`config.mk`:
```
export PLATFORM = sky130hd
export DESIGN_NAME = serial_port
export DESIGN_NICKNAME = d
export VERILOG_FILES = /design/src/rtl/sp_pkg.sv /design/src/rtl/sp_tick_gen.sv /design/src/rtl/sp_tx.sv /design/src/rtl/sp_rx.sv /design/src/rtl/serial_port.sv
export SDC_FILE = /design/constraint.sdc
export NUM_CORES = 1
export LEC_CHECK = 0
export ABC_AREA = 0
export CAP_MARGIN = 10
export CELL_PAD_IN_SITES_DETAIL_PLACEMENT = 1
export CELL_PAD_IN_SITES_GLOBAL_PLACEMENT = 1
export CORE_MARGIN = 4
export CORE_UTILIZATION = 40
export DETAILED_ROUTE_END_ITERATION = 7
export PLACE_DENSITY_LB_ADDON = 0.1
export SKIP_CTS_REPAIR_TIMING = 1
export SLEW_MARGIN = 20
export SYNTH_ARGS = -nofsm -noshare
export SYNTH_HDL_FRONTEND = slang
export SYNTH_HIERARCHICAL = 1
export SYNTH_SLANG_ARGS = --single-unit
```
`constraint.sdc`:
```
create_clock -name clk -period 2.1 [get_ports clk]
set_clock_uncertainty 0.05 [all_clocks]
set_input_delay 0.63 -clock clk [delete_from_list [all_inputs] [get_ports clk]]
set_output_delay 0.63 -clock clk [all_outputs]
set_load 0.02 [all_outputs]
```
`src/rtl/sp_pkg.sv`:
```
package sp_pkg;

    typedef enum logic [1:0] {
        MD_SHIFT      = 2'd0,
        MD_ASYNC8     = 2'd1,
        MD_ASYNC9_FIX = 2'd2,
        MD_ASYNC9_TMR = 2'd3
    } sp_mode_e;

    typedef enum logic [1:0] {
        TX_IDLE  = 2'd0,
        TX_WAIT  = 2'd1,
        TX_ASYNC = 2'd2,
        TX_SHIFT = 2'd3
    } tx_st_e;

    typedef enum logic [1:0] {
        RX_IDLE   = 2'd0,
        RX_ASYNC  = 2'd1,
        RX_WAIT0  = 2'd2,
        RX_SHIFT0 = 2'd3
    } rx_st_e;

    function automatic logic maj3(input logic a, input logic b, input logic c);
        return (a & b) | (a & c) | (b & c);
    endfunction

endpackage

```
`src/rtl/sp_tick_gen.sv`:
```
module sp_tick_gen
    import sp_pkg::*;
#(
    parameter int DIV2_TICK = 4,
    parameter int M0_HALF   = 4
) (
    input  logic     clk,
    input  logic     rst_n,
    input  sp_mode_e mode_i,
    input  logic     baud_tick_i,
    output logic     os_tick_o,
    output logic     half_tick_o
);
    localparam int DW = (DIV2_TICK > 1) ? $clog2(DIV2_TICK) : 1;
    localparam int HW = (M0_HALF > 1) ? $clog2(M0_HALF) : 1;
    localparam logic [DW-1:0] DLAST = DW'(DIV2_TICK - 1);
    localparam logic [HW-1:0] HLAST = HW'(M0_HALF - 1);

    typedef struct packed {
        logic [DW-1:0] dcnt;
        logic [HW-1:0] hcnt;
    } tick_s;

    tick_s q, d;

    always_comb begin
        d = q;
        d.dcnt = (q.dcnt == DLAST) ? '0 : q.dcnt + 1'b1;
        d.hcnt = (q.hcnt == HLAST) ? '0 : q.hcnt + 1'b1;
    end

    always_ff @(posedge clk) begin
        if (!rst_n) q <= '0;
        else        q <= d;
    end

    assign os_tick_o   = (mode_i == MD_ASYNC9_FIX) ? (q.dcnt == DLAST) : baud_tick_i;
    assign half_tick_o = (q.hcnt == HLAST);

endmodule

```
`src/rtl/sp_tx.sv`:
```
module sp_tx
    import sp_pkg::*;
(
    input  logic       clk,
    input  logic       rst_n,
    input  sp_mode_e   mode_i,
    input  logic       load_i,
    input  logic [7:0] data_i,
    input  logic       b9_i,
    input  logic       os_tick_i,
    input  logic       half_tick_i,
    output logic       line_o,
    output logic       m0_clk_o,
    output logic       m0_dat_o,
    output logic       m0_busy_o,
    output logic       done_o
);
    typedef struct packed {
        tx_st_e      st;
        logic [10:0] sh;
        logic [3:0]  bitn;
        logic [3:0]  last;
        logic [3:0]  tcnt;
        logic        ph;
        logic        m0;
    } tx_s;

    tx_s  q, d;
    logic done_c;

    always_comb begin
        d      = q;
        done_c = 1'b0;
        case (q.st)
            TX_WAIT: begin
                if (q.m0 ? half_tick_i : os_tick_i) begin
                    d.st   = q.m0 ? TX_SHIFT : TX_ASYNC;
                    d.tcnt = '0;
                    d.ph   = 1'b0;
                    d.bitn = '0;
                end
            end
            TX_ASYNC: begin
                if (os_tick_i) begin
                    if (q.tcnt == 4'd15) begin
                        d.tcnt = '0;
                        d.sh   = {1'b1, q.sh[10:1]};
                        if (q.bitn == q.last) begin
                            d.st   = TX_IDLE;
                            done_c = 1'b1;
                        end else begin
                            d.bitn = q.bitn + 1'b1;
                        end
                    end else begin
                        d.tcnt = q.tcnt + 1'b1;
                    end
                end
            end
            TX_SHIFT: begin
                if (half_tick_i) begin
                    if (!q.ph) begin
                        d.ph = 1'b1;
                    end else begin
                        d.ph = 1'b0;
                        d.sh = {1'b1, q.sh[10:1]};
                        if (q.bitn == 4'd7) begin
                            d.st   = TX_IDLE;
                            done_c = 1'b1;
                        end else begin
                            d.bitn = q.bitn + 1'b1;
                        end
                    end
                end
            end
            default: ;
        endcase
        if (load_i) begin
            d.st   = TX_WAIT;
            d.m0   = (mode_i == MD_SHIFT);
            d.bitn = '0;
            d.tcnt = '0;
            d.ph   = 1'b0;
            if (mode_i == MD_SHIFT) begin
                d.sh   = {3'b111, data_i};
                d.last = 4'd7;
            end else if (mode_i == MD_ASYNC8) begin
                d.sh   = {2'b11, data_i, 1'b0};
                d.last = 4'd9;
            end else begin
                d.sh   = {1'b1, b9_i, data_i, 1'b0};
                d.last = 4'd10;
            end
        end
    end

    always_ff @(posedge clk) begin
        if (!rst_n) q <= '{st: TX_IDLE, sh: '1, default: '0};
        else        q <= d;
    end

    assign line_o    = (q.st == TX_ASYNC) ? q.sh[0] : 1'b1;
    assign m0_clk_o  = q.ph;
    assign m0_dat_o  = q.sh[0];
    assign m0_busy_o = (q.st == TX_SHIFT);
    assign done_o    = done_c;

    // the start bit follows the first oversample tick after a load
    p_start_low_r2: assert property (@(posedge clk) disable iff (!rst_n)
        (q.st == TX_WAIT && !q.m0 && os_tick_i && !load_i) |=> !line_o);

endmodule

```
`src/rtl/sp_rx.sv`:
```
module sp_rx
    import sp_pkg::*;
(
    input  logic       clk,
    input  logic       rst_n,
    input  sp_mode_e   mode_i,
    input  logic       ren_i,
    input  logic       rxd_i,
    input  logic       os_tick_i,
    input  logic       half_tick_i,
    input  logic       m0_start_i,
    output logic       done_o,
    output logic [7:0] data_o,
    output logic       b9_o,
    output logic       m0_clk_o,
    output logic       m0_busy_o
);
    typedef struct packed {
        rx_st_e     st;
        logic [1:0] sync;
        logic [3:0] tcnt;
        logic [3:0] bitn;
        logic [1:0] smp;
        logic [7:0] sh;
        logic       b9;
        logic       ph;
        logic       done;
    } rx_s;

    rx_s  q, d;
    logic line, nine, vote;

    assign line = q.sync[1];
    assign nine = (mode_i != MD_ASYNC8);
    assign vote = maj3(q.smp[0], q.smp[1], line);

    always_comb begin
        d      = q;
        d.done = 1'b0;
        d.sync = {q.sync[0], rxd_i};
        case (q.st)
            RX_IDLE: begin
                if (mode_i != MD_SHIFT && os_tick_i && !line) begin
                    d.st   = RX_ASYNC;
                    d.tcnt = 4'd1;
                    d.bitn = '0;
                end
            end
            RX_ASYNC: begin
                if (os_tick_i) begin
                    if (q.tcnt == 4'd7) d.smp[0] = line;
                    if (q.tcnt == 4'd8) d.smp[1] = line;
                    if (q.tcnt == 4'd9) begin
                        if (q.bitn == 4'd0) begin
                            if (vote) d.st = RX_IDLE;
                        end else if (q.bitn <= 4'd8) begin
                            d.sh = {vote, q.sh[7:1]};
                        end else if (q.bitn == 4'd9 && nine) begin
                            d.b9 = vote;
                        end else begin
                            d.b9   = nine ? q.b9 : vote;
                            d.done = 1'b1;
                            d.st   = RX_IDLE;
                        end
                    end
                    if (q.tcnt == 4'd15) begin
                        d.tcnt = '0;
                        d.bitn = q.bitn + 1'b1;
                    end else begin
                        d.tcnt = q.tcnt + 1'b1;
                    end
                end
            end
            RX_WAIT0: begin
                if (half_tick_i) begin
                    d.st   = RX_SHIFT0;
                    d.ph   = 1'b0;
                    d.bitn = '0;
                end
            end
            RX_SHIFT0: begin
                if (half_tick_i) begin
                    if (!q.ph) begin
                        d.ph = 1'b1;
                        d.sh = {line, q.sh[7:1]};
                    end else begin
                        d.ph = 1'b0;
                        if (q.bitn == 4'd7) begin
                            d.done = 1'b1;
                            d.st   = RX_IDLE;
                        end else begin
                            d.bitn = q.bitn + 1'b1;
                        end
                    end
                end
            end
            default: ;
        endcase
        if (!ren_i) d.st = RX_IDLE;
        if (m0_start_i) d.st = RX_WAIT0;
        d.done = d.done & ren_i;
    end

    always_ff @(posedge clk) begin
        if (!rst_n) q <= '{st: RX_IDLE, sync: 2'b11, default: '0};
        else        q <= d;
    end

    assign done_o    = q.done;
    assign data_o    = q.sh;
    assign b9_o      = q.b9;
    assign m0_clk_o  = q.ph;
    assign m0_busy_o = (q.st == RX_SHIFT0);

    // with receive disabled, no frame completes
    p_rx_quiet_r10: assert property (@(posedge clk) disable iff (!rst_n)
        !ren_i |=> !done_o);

endmodule

```
`src/rtl/serial_port.sv`:
```
module serial_port
    import sp_pkg::*;
#(
    parameter int DIV2_TICK = 4,
    parameter int M0_HALF   = 4
) (
    input  logic       clk,
    input  logic       rst_n,
    input  logic       bus_sel,
    input  logic       bus_we,
    input  logic [7:0] bus_wdata,
    output logic [7:0] bus_rdata,
    input  logic       baud_tick,
    input  logic       rxd_in,
    output logic       rxd_out,
    output logic       rxd_oe,
    output logic       txd,
    output logic       ti_irq,
    output logic       ri_irq
);
    typedef struct packed {
        sp_mode_e   mode;
        logic       ren;
        logic       tb8;
        logic       rb8;
        logic       ti;
        logic       ri;
        logic [7:0] hold;
    } top_s;

    top_s q, d;

    logic       ctrl_wr, data_wr, m0_start;
    logic       os_tick, half_tick;
    logic       tx_line, tx_m0_clk, tx_m0_dat, tx_m0_busy, tx_done;
    logic       rx_done, rx_b9, rx_m0_clk, rx_m0_busy;
    logic [7:0] rx_data;

    assign ctrl_wr  = bus_we && !bus_sel;
    assign data_wr  = bus_we && bus_sel;
    assign m0_start = ctrl_wr && (bus_wdata[1:0] == 2'd0) && bus_wdata[2] && !bus_wdata[6];

    sp_tick_gen #(.DIV2_TICK(DIV2_TICK), .M0_HALF(M0_HALF)) u_tick (
        .clk(clk), .rst_n(rst_n), .mode_i(q.mode), .baud_tick_i(baud_tick),
        .os_tick_o(os_tick), .half_tick_o(half_tick)
    );

    sp_tx u_tx (
        .clk(clk), .rst_n(rst_n), .mode_i(q.mode), .load_i(data_wr),
        .data_i(bus_wdata), .b9_i(q.tb8), .os_tick_i(os_tick), .half_tick_i(half_tick),
        .line_o(tx_line), .m0_clk_o(tx_m0_clk), .m0_dat_o(tx_m0_dat),
        .m0_busy_o(tx_m0_busy), .done_o(tx_done)
    );

    sp_rx u_rx (
        .clk(clk), .rst_n(rst_n), .mode_i(q.mode), .ren_i(q.ren), .rxd_i(rxd_in),
        .os_tick_i(os_tick), .half_tick_i(half_tick), .m0_start_i(m0_start),
        .done_o(rx_done), .data_o(rx_data), .b9_o(rx_b9),
        .m0_clk_o(rx_m0_clk), .m0_busy_o(rx_m0_busy)
    );

    always_comb begin
        d = q;
        if (ctrl_wr) begin
            d.mode = sp_mode_e'(bus_wdata[1:0]);
            d.ren  = bus_wdata[2];
            d.tb8  = bus_wdata[3];
            d.rb8  = bus_wdata[4];
            d.ti   = bus_wdata[5];
            d.ri   = bus_wdata[6];
        end
        if (tx_done) d.ti = 1'b1;
        if (rx_done && !d.ri) begin
            d.hold = rx_data;
            if (q.mode != MD_SHIFT) d.rb8 = rx_b9;
            d.ri = 1'b1;
        end
    end

    always_ff @(posedge clk) begin
        if (!rst_n) q <= '{mode: MD_SHIFT, default: '0};
        else        q <= d;
    end

    assign bus_rdata = bus_sel ? q.hold
                               : {1'b0, q.ri, q.ti, q.rb8, q.tb8, q.ren, q.mode};
    assign txd     = tx_m0_busy ? tx_m0_clk : (rx_m0_busy ? rx_m0_clk : tx_line);
    assign rxd_out = tx_m0_dat;
    assign rxd_oe  = tx_m0_busy;
    assign ti_irq  = q.ti;
    assign ri_irq  = q.ri;

    // flags clear only through a control write
    p_ti_sticky_r14: assert property (@(posedge clk) disable iff (!rst_n)
        (q.ti && !ctrl_wr) |=> q.ti);
    p_ri_sticky_r14: assert property (@(posedge clk) disable iff (!rst_n)
        (q.ri && !ctrl_wr) |=> q.ri);
    // a pending byte is never overwritten
    p_hold_locked_r9: assert property (@(posedge clk) disable iff (!rst_n)
        (q.ri && !ctrl_wr) |=> $stable(q.hold));
    // transmitter completion raises the transmit flag
    p_txdone_ti_r2: assert property (@(posedge clk) disable iff (!rst_n)
        tx_done |=> q.ti);
    // a completed frame with the flag clear is captured
    p_rxload_r4: assert property (@(posedge clk) disable iff (!rst_n)
        (rx_done && !q.ri && !ctrl_wr) |=> (q.ri && q.hold == $past(rx_data)));

endmodule

```
# Yosys cells after proc, flatten, opt, wreduce, memory -nomap -nowiden
# Index checks and enable logic that the tools add are counted.
# word_totals
in_bits,14
regBits,71
# op_classes
mux,91
n_eq_ne,62
n_bitwise,10
addsub,6
reduce_logical,46
order_cmp,1
# ops
cell,n
17-bit two-way mux,4
4-bit two-way mux,12
8-bit two-way mux,5
2-bit two-way mux,18
2-bit by 1-bit inequality test with 1-bit output (second input constant),16
1-bit two-way mux,31
3-bit by 2-bit inequality test with 1-bit output (second input constant),10
9-bit two-way mux,3
26-bit two-way mux,1
4-bit by 3-bit inequality test with 1-bit output (second input constant),6
8-bit AND reduction,3
11-bit case mux with 2 select lines,1
4-bit == test (second input constant),5
10-bit two-way mux,2
10-bit AND reduction,2
19-bit two-way mux,1
3-bit AND reduction,6
4-bit by 1-bit adder with 4-bit output (second input constant),4
4-bit case mux with 2 select lines,2
4-bit case mux with 4 select lines,1
8-bit case mux with 2 select lines,1
5-bit by 4-bit inequality test with 1-bit output (second input constant),3
2-bit == test (second input constant),7
2-bit inequality test (second input constant),7
other kinds (27),65

# Longest topological paths before layout
# logic_depth
depth_word,10
mapped_depth,9
mapped_depth_nobuf,7

# By module
# The synthesis kept the hierarchy.
# modules_own_cells
mod,n_inst,cells_per_inst,area_per_inst_um2,seq_area_each_um2
sp_rx,1,175,1465.2,500.5
sp_tx,1,183,1435.1,500.5
serial_port,1,93,799.5,300.3
sp_tick_gen,1,12,166.4,80.1

# Least setup slack after synthesis
# No wires, ideal clock.
# synth_timing
path_type,reg2reg
startpoint,reg q[13] (netlist name)
endpoint,reg u_tx/q[13] (netlist bit)
setup_slack_ps,-44
stages_incl_launch_ff,8
arrival_ps,2024
path_buffers,0
required_time_ps,1980
cell_sequence,dfxtp_1 nand2b_4 mux2_4 mux2i_1 a211oi_2 nand3b_2 or4_1 a21oi_1
# synth_rtl
element,line,source
"end signal, assigned",sp_tx.sv:97,"if (!rst_n) q <= '{st: TX_IDLE, sh: '1, default: '0};"
"end signal, assigned",sp_tx.sv:98,else q <= d;
"end, declared",sp_tx.sv:28,"tx_s q, d;"

# Worst setup path after layout
# layout_timing
startpoint,reg u_tick/q[2] (netlist bit)
endpoint,reg u_rx/q[16] (netlist bit)
# layout_between
elab_chain_len,6
# layout_lines
element,line,source
"start, declared",sp_tick_gen.sv:24,"tick_s q, d;"
"start signal, assigned",sp_tick_gen.sv:33,if (!rst_n) q <= '0;
"start signal, assigned",sp_tick_gen.sv:34,else q <= d;
2-bit == test (*),sp_tick_gen.sv:37,assign os_tick_o = (mode_i == MD_ASYNC9_FIX) ? (q.dcnt == DLAST) : baud_tick_i;
1-bit two-way mux (*),sp_tick_gen.sv:37,
net os_tick,serial_port.sv:34,"logic os_tick, half_tick;"
1-bit logical AND (2 in series),sp_rx.sv:43,if (mode_i != MD_SHIFT && os_tick_i && !line) begin
2-bit by 1-bit inequality test with 1-bit output (no line),n/a,
7-bit AND reduction (no line) (*),n/a,
"end signal, assigned",sp_rx.sv:105,"if (!rst_n) q <= '{st: RX_IDLE, sync: 2'b11, default: '0};"
"end signal, assigned",sp_rx.sv:106,else q <= d;
"end, declared",sp_rx.sv:30,"rx_s q, d;"
# Mark *: on every way through the listed nets, which the timed path passes. The rest lies on a longest branch.
# A chain may end at the register's enable or synchronous reset.

==> impl_metrics.tcl <==
set metrics [dict create \
    drtIter0Drc 81 \
    setup_ws_ns 0.02404 \
    pwr-share-seq_pct 38.2 \
    die_height_um 106.3 \
    globalplace.congestion 0.8237 \
    drcViolationCount 0 \
    internal_power_mw 2.638 \
    clkPwrFrac_pct 32.0 \
    clockBufferDepth 2 \
    num_rows 35 \
    cts_sinks 69 \
    synthFlopType "dfxtp_1" \
    final.setup.tns_ns 0 \
    p_leak_nw 2.004 \
    grt_pass1_vias 3627 \
    cellPowerDensity_nw_per_um2 775.2 \
    max_freq_mhz 481.7 \
    layout_min_cycle_time_ns 2.076 \
    dp_slack_ns -0.7539 \
    cp-start-kind "flop" \
    cts_buffers 9 \
    tightest_slew_ns 0.5117 \
    wl_per_cell_um 16.92 \
    synth.avg_cell_area_um2 8.350 \
    dpl.cell_count 644 \
    synth_cell_type_count 66 \
    use_met1_pct 24.81 \
    antenna_cells 0 \
    synthCells 463 \
    vias_per_cell 5.463 \
    grt_max_degree 27 \
    drv_cap 0 \
    cts_tree "built" \
    wirelength_um 11250 \
    clk_pin_slew_ns 0.08 \
    num_vias 3633 \
    max-vdd-ir-drop_uv 395.8 \
    worstHoldStart "u_rx/d[22]" \
    antenna_found_initial 0 \
    yosysTopAreaCell "dfxtp_1" \
    synth_seq_cells 69 \
    postRouteAntennaNets 0 \
    finalPower_mw 3.869 \
    syn_to_final_growth_pct 29.09 \
    numPortBuffers 26 \
    met3_usage_pct 3.339 \
    layout-drive-gt1-share_pct 25.75 \
    swShare_pct 31.81 \
    worstSetupStartpoint "u_tick/q[2]" \
    die_area_um2 11300 \
    setup_viol_count_final 0 \
    yosysSeqAreaShare_pct 35.73 \
    fin_cells 665 \
    yosys-top-cells-area "dfxtp_1 36%, nand2_1 5.5%, ha_1 4.5%" \
    cts-root-buf "clkbuf_8" \
    slew_viol_final 0 \
    crit_type "flop to flop" \
    timing.rr.start "u_tick/q[2]" \
    use_met2_pct 34.25 \
    hold_viol 0 \
    clk_latency_ns 0.35 \
    netlist.area_leader.share_pct 35.73 \
    status "completed" \
    synth_warnings 6 \
    cp.required_ns 2.28 \
    yosysMostFrequentCell "dfxtp_1" \
    hold_depth 1 \
    nNetsFinal 559 \
    fin_crit_sh_pct 98.86 \
    combPwrFrac_pct 29.8 \
    gr-total-overflow 0 \
    synth_area_um2 3866 \
    core-area_um2 9328 \
    synth_edf_count 0 \
    hold_path_class "flop to flop" \
    start_util_pct 41.45 \
    hold-worst-slack_ns 0.3774 \
    grt_pass1_wl_um 18050 \
    path_max_fanout 6 \
    relSlewSlack_pct 65.85 \
    reg2reg_depth 8 \
    drtPass1Iterations 4 \
    p_switching_mw 1.231 \
    hpwl_um 7904 \
    fill_cells 1130 \
    track_usage_pct 19.55 \
    die_w_um 106.3 \
    rsz0062_at_grt "yes" \
    synthArstFlopShare_pct 0 \
    crit_path_end_kind "flop" \
    synth_fp_nets 491 \
    synth_common_cells "69 x dfxtp_1, 57 x nand2_1, 32 x o21ai_0" \
    busiest_layer "met2" \
    cp.arrival_ns 2.26 \
    htree_num_levels 3 \
    io_pins 27 \
]
## stage by stage
stage | utilization, % | instance area, µm²
after floorplan | - | 3867
after global placement | 49.16 | 4586
after detailed placement | 49.16 | 4586
after CTS | 51.55 | 4808
after global routing | 53.51 | 4991
final | 53.51 | 4991
## layer usage
metal | vias up | wire length [µm] | part of all wire (%)
met5 | - | 0 | 0
met4 | 0 | 80 | 0.71
met3 | 7 | 172 | 1.5
met2 | 20 | 5732 | 51
met1 | 1801 | 5264 | 47
li1 | 1805 | - | -
## path summary, 6_finish.rpt
| kind | to | slack [ns] |
|---|---|---|
| min | u_rx/line | 0.38 |
| max | u_rx/q[16] | 0.02 |
| min reg2reg | u_rx/line | 0.38 |
| max reg2reg | u_rx/q[16] | 0.02 |
## flip-flops by register name, summed over array words and instances (netlist names)
signal,count
u_rx/done_o,1
u_tx/m0_dat_o,1
u_rx/d,1
ri_irq,1
ti_irq,1
u_tx/m0_clk_o,1
u_rx/b9_o,1
u_tx/q,23
q,13
u_rx/line,1
u_rx/m0_clk_o,1
u_rx/q,12
u_tick/q,4
u_rx/data_o,8
## power by group through the flow
stage	Sequential, mW	Combinational, mW	Clock [mW]
5_1_grt	1.49	1.27	1.33
3_5_place_dp	1.50	1.02	0
6_report	1.48	1.15	1.24
3_3_place_gp	1.49	0.992	0
4_1_cts	1.47	1.03	1.27
2_1_floorplan	1.50	0.564	0
## kinds of logic after synthesis
logic type	after synthesis	synth area share [%]
compound gates	135	23.53
xor+xnor	5	1.133
fa+ha+maj	15	4.790
buf+inv	48	5.696
flops	69	35.73
mux	15	4.207
simple gates	176	24.92
## critical path, cell delays in order, from the launching register on
cell and delay [ns]:
dfxtp_1 0.35, ha_2 0.20, mux2_4 0.20, buf_6 0.12
nand2b_4 0.05, or3_4 0.41, a21oi_4 0.26, a21boi_2 0.23
o32ai_2 0.10
## final cells by class
cell class	instances	area [µm²]	area share [%]
sequential	69	1385	27.75
clock inverter	7	98.84	1.980
tap	129	161.4	3.234
inverter	17	63.81	1.279
clock buffer	9	123.9	2.482
timing repair buffer	88	735.7	14.74
multi-input combinational	346	2422	48.53
## layout by cell type (no fill, tap or decap), types with 7 or more instances in the layout
master and count:
ha_1 10, nand2b_1 12, nor2b_1 10, inv_1 15, buf_4 57, a21oi_1 22
o211ai_1 19, dfxtp_1 66, clkbuf_8 9, a21boi_1 10, nor2_1 17, clkbuf_2 7
nand3_1 24, clkdlybuf4s50_1 12, o21ai_0 31, o2111ai_1 8, nand2_1 56
(Power assumes the default switching activity.)
